$ cat src/rtl/adc_pkg.sv
package adc_pkg;

    typedef enum logic [1:0] {
        ST_HOLD = 2'd0,
        ST_RISE = 2'd1,
        ST_FALL = 2'd2
    } dstate_e;

endpackage

$ cat src/rtl/adc_load_window.sv
module adc_load_window #(
    parameter int NPORT = 8,
    parameter int W     = 8
) (
    input  logic                              clk,
    input  logic                              rst_n,
    input  logic [$clog2(NPORT+1)-1:0]        arr_cnt,
    output logic [$clog2(NPORT+1)-1:0]        est
);
    localparam int CNT_W = $clog2(NPORT + 1);
    localparam int LOG2W = $clog2(W);
    localparam int SUM_W = CNT_W + LOG2W;

    logic [CNT_W-1:0] hist_q [W];
    logic [LOG2W-1:0] ptr_q;
    logic [SUM_W-1:0] sum_q;

    // Circular history: the slot being overwritten is the one leaving the window.
    always_ff @(posedge clk) begin
        if (!rst_n) begin
            ptr_q <= '0;
            sum_q <= '0;
            for (int i = 0; i < W; i++) hist_q[i] <= '0;
        end else begin
            hist_q[ptr_q] <= arr_cnt;
            ptr_q         <= ptr_q + LOG2W'(1);
            sum_q         <= sum_q + SUM_W'(arr_cnt) - SUM_W'(hist_q[ptr_q]);
        end
    end

    // W is a power of two, so the mean is a plain shift.
    assign est = sum_q[SUM_W-1:LOG2W];


    sum_bound_chk: assert property (@(posedge clk) disable iff (!rst_n)
        int'(sum_q) <= W * NPORT);

endmodule

$ cat src/rtl/adc_depth_fsm.sv
module adc_depth_fsm
    import adc_pkg::*;
#(
    parameter int K       = 4,
    parameter int STEP    = 2,
    parameter int HYST    = 1,
    parameter int PERSIST = 3,
    parameter int CNT_W   = 4
) (
    input  logic                     clk,
    input  logic                     rst_n,
    input  logic [CNT_W-1:0]         est,
    output logic [$clog2(K+1)-1:0]   depth
);
    localparam int K_W = $clog2(K + 1);
    localparam int P_W = $clog2(PERSIST + 1);

    dstate_e        state_q, state_d;
    logic [P_W-1:0] pcnt_q, pcnt_d;
    logic [K_W-1:0] depth_q, depth_d;
    logic           up_c, dn_c;
    int             run_up, run_dn;

    assign up_c = (int'(depth_q) < K) && (int'(est) > STEP * int'(depth_q));
    assign dn_c = (int'(depth_q) > 1) &&
                  (int'(est) < STEP * (int'(depth_q) - 1) - HYST);

    always_comb begin
        state_d = state_q;
        pcnt_d  = pcnt_q;
        depth_d = depth_q;
        run_up  = 1;
        run_dn  = 1;
        unique case (state_q)
            ST_HOLD: begin
                run_up = 1;
                run_dn = 1;
            end
            ST_RISE: begin
                run_up = int'(pcnt_q) + 1;
                run_dn = 1;
            end
            ST_FALL: begin
                run_up = 1;
                run_dn = int'(pcnt_q) + 1;
            end
            default: begin
                run_up = 1;
                run_dn = 1;
            end
        endcase
        if (up_c) begin
            if (run_up >= PERSIST) begin
                depth_d = depth_q + K_W'(1);
                state_d = ST_HOLD;
                pcnt_d  = '0;
            end else begin
                state_d = ST_RISE;
                pcnt_d  = P_W'(run_up);
            end
        end else if (dn_c) begin
            if (run_dn >= PERSIST) begin
                depth_d = depth_q - K_W'(1);
                state_d = ST_HOLD;
                pcnt_d  = '0;
            end else begin
                state_d = ST_FALL;
                pcnt_d  = P_W'(run_dn);
            end
        end else begin
            state_d = ST_HOLD;
            pcnt_d  = '0;
        end
    end

    always_ff @(posedge clk) begin
        if (!rst_n) begin
            state_q <= ST_HOLD;
            pcnt_q  <= '0;
            depth_q <= K_W'(1);
        end else begin
            state_q <= state_d;
            pcnt_q  <= pcnt_d;
            depth_q <= depth_d;
        end
    end

    assign depth = depth_q;


    depth_range_chk: assert property (@(posedge clk) disable iff (!rst_n)
        int'(depth_q) >= 1 && int'(depth_q) <= K);


    single_step_chk: assert property (@(posedge clk) disable iff (!rst_n)
        depth_q != $past(depth_q) |->
            (int'(depth_q) == int'($past(depth_q)) + 1) ||
            (int'(depth_q) + 1 == int'($past(depth_q))));


    persist_run_chk: assert property (@(posedge clk) disable iff (!rst_n)
        depth_q != $past(depth_q) |-> int'($past(pcnt_q)) == PERSIST - 1);


    rise_cause_chk: assert property (@(posedge clk) disable iff (!rst_n)
        depth_q > $past(depth_q) |-> $past(up_c));


    fall_cause_chk: assert property (@(posedge clk) disable iff (!rst_n)
        depth_q < $past(depth_q) |-> $past(dn_c));


    run_bound_chk: assert property (@(posedge clk) disable iff (!rst_n)
        int'(pcnt_q) < PERSIST);

endmodule

$ cat src/rtl/adc_stage_decode.sv
module adc_stage_decode #(
    parameter int K = 4
) (
    input  logic [$clog2(K+1)-1:0] depth,
    output logic [K-1:0]           sub_en,
    output logic [$clog2(K):0]     dly_sel
);
    localparam int DSW = $clog2(K) + 1;

    // One enable per sub-scheduler, thermometer coded from the depth.
    for (genvar i = 0; i < K; i++) begin : g_en
        always_comb sub_en[i] = (int'(depth) > i);
    end

    // Stage i inserts 2^i slots, so the select is the binary depth itself.
    always_comb dly_sel = DSW'(depth);

endmodule

$ cat src/rtl/adaptive_depth_ctrl.sv
module adaptive_depth_ctrl #(
    parameter int NPORT   = 8,
    parameter int K       = 4,
    parameter int W       = 8,
    parameter int STEP    = 2,
    parameter int HYST    = 1,
    parameter int PERSIST = 3
) (
    input  logic                         clk,
    input  logic                         rst_n,
    input  logic [$clog2(NPORT+1)-1:0]   arr_cnt,
    output logic [$clog2(NPORT+1)-1:0]   load_est,
    output logic [$clog2(K+1)-1:0]       depth,
    output logic [K-1:0]                 sub_en,
    output logic [$clog2(K):0]           dly_sel
);
    localparam int CNT_W = $clog2(NPORT + 1);

    adc_load_window #(.NPORT(NPORT), .W(W)) u_win (
        .clk     (clk),
        .rst_n   (rst_n),
        .arr_cnt (arr_cnt),
        .est     (load_est)
    );

    adc_depth_fsm #(
        .K(K), .STEP(STEP), .HYST(HYST), .PERSIST(PERSIST), .CNT_W(CNT_W)
    ) u_fsm (
        .clk   (clk),
        .rst_n (rst_n),
        .est   (load_est),
        .depth (depth)
    );

    adc_stage_decode #(.K(K)) u_dec (
        .depth   (depth),
        .sub_en  (sub_en),
        .dly_sel (dly_sel)
    );


    en_thermo_chk: assert property (@(posedge clk) disable iff (!rst_n)
        sub_en[0] && ($countones(sub_en) == int'(depth)));


    dly_match_chk: assert property (@(posedge clk) disable iff (!rst_n)
        $countones(sub_en) == int'(dly_sel));

endmodule

$ cat config.mk
export PLATFORM = sky130hd
export DESIGN_NAME = adaptive_depth_ctrl
export DESIGN_NICKNAME = d
export VERILOG_FILES = /design/src/rtl/adc_pkg.sv /design/src/rtl/adc_load_window.sv /design/src/rtl/adc_depth_fsm.sv /design/src/rtl/adc_stage_decode.sv /design/src/rtl/adaptive_depth_ctrl.sv
export SDC_FILE = /design/constraint.sdc
export NUM_CORES = 1
export LEC_CHECK = 0
export ABC_AREA = 0
export BUFFER_PORTS_ARGS = -buffer_cell sky130_fd_sc_hd__buf_2
export CORE_MARGIN = 2
export CORE_UTILIZATION = 45
export CTS_CLUSTER_SIZE = 14
export DETAILED_ROUTE_END_ITERATION = 7
export GPL_TIMING_DRIVEN = 0
export SYNTH_ARGS = -nofsm -noshare
export SYNTH_HDL_FRONTEND = slang
export SYNTH_SLANG_ARGS = --single-unit
export TNS_END_PERCENT = 20
$ cat constraint.sdc
create_clock -name clk -period 6.7 [get_ports clk]
set_input_delay 0.67 -clock clk [delete_from_list [all_inputs] [get_ports clk]]
set_output_delay 0.67 -clock clk [all_outputs]
set_load 0.03 [all_outputs]
==> flow_summary.ini <==
[min_path]
hold_depth = 2
worst_hold_path.endpoint = u_fsm.pcnt_q[1]
holdCritStartpoint = u_fsm.pcnt_q[1]
hp-class = reg2reg

[pwr]
leakage_nw = 1.39
powerDensity_nw_per_um2 = 314
finalPower_mw = 1.04
peakVddDrop_mv = 0.146

[clock_network]
cts_tree = built
cts_sinks = 49
ctsHoldBuffers = 0
cts_resized = 0
cts.path.max_buffers = 2
path_clk_slew_ps = 90
clk_latency_ps = 310
cts_setup_buffers = 0
h-tree-depth = 2
cts_made_buffers = 5
cts_root_buf = clkbuf_8

[worst_setup_path]
regToRegStartpoint = u_win.ptr_q[2]
reg2reg_depth = 14
crit_type = reg2reg
endpoint_kind = register
cp-start-kind = register
path_max_fanout = 10
reg2reg_to = u_win.sum_q[5]
worstSetupStartpoint = u_win.ptr_q[2]
cp.arrival_ps = 4060
cp.required_ps = 6900
r2r_setup_slack_ps = 2840

[timing]
rsz0062_at_grt = no
maxSlewViolCount = 0
fin_crit_ps = 3860
hold_viol = 0
fin_crit_sh_pct = 57.6
setup_violations = 0
skew_ps = 6.80
max_freq_mhz = 259
holdWs_ps = 579
slew_headroom_pct = 56.8
tns_ps = 0
tightest_slew_ps = 643
setup_slack_ps = 2840

[placement]
hpwl_um = 4650
placed_area_um2 = 3220
pre_cts_ws_ps = 2950
numPortBuffers = 18
place_inst = 391
place.gp.congestion = 0.814

[floorplanning]
num_rows = 29
core_area_um2 = 6420
start_util_pct = 47.3
boundaryPins = 20
die-height_um = 86.1
die_w_um = 86.1
die-area_um2 = 7420

[logic_synthesis]
synth_seq_cells = 49
yosysMostFrequentCell = edfxtp_1
synth_top_flop_cell = edfxtp_1
synth_top_area_cell = edfxtp_1
synthesis.nets = 332
postSynthAreaPerCell_um2 = 10.3
synth_edf_count = 32
yosys-top-cells-count = edfxtp_1 (32), inv_1 (27), nand2_1 (27), ha_1 (25), nor3_1 (24)
ys_async_sr_fraction_pct = 0
seq_area_frac_synth_pct = 42.9
yosysTopAreaCellShare_pct = 31.7
synth_area_leaders = edfxtp_1 (32%), dfxtp_1 (11%), ha_1 (10%), nor3_1 (4.0%), inv_1 (3.3%)
synth.distinct_cells = 55
syn-cell-area_um2 = 3040
syn_inst = 296
yosys_warnings = 0

[global_route]
antenna_found_initial = 0
grt_pass1_vias = 2174
grt_pass1_wl_um = 11000
grt_max_degree = 16
grt_overflow = 0
groute.usage.overall_pct = 19.1

[layout]
final_layout_size_suffix_gt1_share_pct = 14.6
fin_util_pct = 51.5
area_delta_synth_final_pct = 8.94
n_antenna_cell = 0
fin_area_um2 = 3310
layout.nets = 357
final-instance-count-excl-fill = 399

[drt]
postRouteAntennaNets = 0
route.detailed.drc = 0
drt_first_pass_iters = 5
wl_per_cell_um = 16.2
drt-total-wl_um = 6460
drt-initial-drc-count = 157
detail_route.vias_per_cell = 5.53
vias = 2206

[flow_run]
cap_viol_max_count = 0

[outcome]
status = finished clean
[flip-flops by register name, indices dropped and copies added, names as in the netlist]
name           cells
u_fsm.depth        3
u_fsm.pcnt_q       2
u_fsm.state_q      2
u_win.hist_q      32
u_win.ptr_q        3
u_win.sum_q        7
[cell families (layout without fill, tap and decap cells)]
| group | count (synthesis) | after routing | synth area share (%) |
|---|---|---|---|
| AND/OR/NAND/NOR | 111 | 111 | 20.2 |
| buffers and inverters | 52 | 78 | 7.42 |
| flip-flops | 49 | 49 | 42.9 |
| AO/OA/AOI/OAI | 39 | 39 | 9.23 |
| adder cells (fa/ha/maj) | 30 | 30 | 13.6 |
| multiplexers | 11 | 11 | 5.52 |
| XOR/XNOR | 4 | 4 | 1.15 |
[cell type report]
cell class	instances	area [um2]
Buffer	22	113
Inverter	30	113
Timing Repair Buffer	18	90.1
Multi-Input combinational cell	195	1510
Sequential cell	49	1300
Fill cell	602	3120
Tap cell	77	96.3
Clock buffer	7	76.3
Clock inverter	1	8.76
[worst max-delay path by stage]
stage,slack [ps],to,cells past startpoint
6_report,2840,u_win.sum_q[5],14
5_1_grt,2670,u_win.sum_q[6],15
4_1_cts,2910,u_win.sum_q[5],14
3_5_place_dp,2950,u_win.sum_q[6],13
3_3_place_gp,2940,u_win.sum_q[5],14
2_1_floorplan,3410,u_win.sum_q[6],15
[power by group]
group	internal (mW)	total [mW]	switching [mW]
sequential	0.363	0.393	0.0304
clock	0.0749	0.178	0.103
combinational	0.196	0.466	0.270
total	0.634	1.04	0.404
[worst max-delay path: stages, from the launching register on]
cell	delay, ps
dfxtp_1	320
clkbuf_1	350
buf_2	330
buf_1	390
nand3_1	170
nand2_1	100
o21ai_1	90
fa_1	550
inv_1	60
ha_1	290
a21o_1	190
a21o_1	200
a21oi_1	260
nor4bb_1	90
or3_1	360
[per-layer routing]
layer  routed length (um)  vias to the layer above  track usage [%]
met3                  407                        6             4.23
met1                 3140                     1033             27.3
met4                   59                        0             4.33
met5                    0                        -                0
li1                     -                     1094                -
met2                 2850                       73             29.9
[placed cells by master, fill, tap and decap left out, types with 2 or more instances in the layout]
cell,n
nand3_1,8
and2_1,8
a21o_1,2
a31oi_1,2
clkbuf_1,13
fa_1,5
ha_1,25
a21oi_1,8
o31ai_1,2
and4b_1,3
mux2i_1,4
nor2_1,6
clkinv_1,3
xor2_1,4
o21ai_0,6
nor3_1,24
nor3b_1,5
nand2_1,27
clkbuf_8,5
a211oi_1,2
nor4_1,4
edfxtp_1,32
mux2_2,2
buf_2,21
nand3b_1,3
buf_4,7
o21ai_1,4
nand2b_1,7
dfxtp_1,17
nor2b_1,7
inv_1,27
mux4_2,4
No activity file was read; power rests on OpenSTA's default activity.
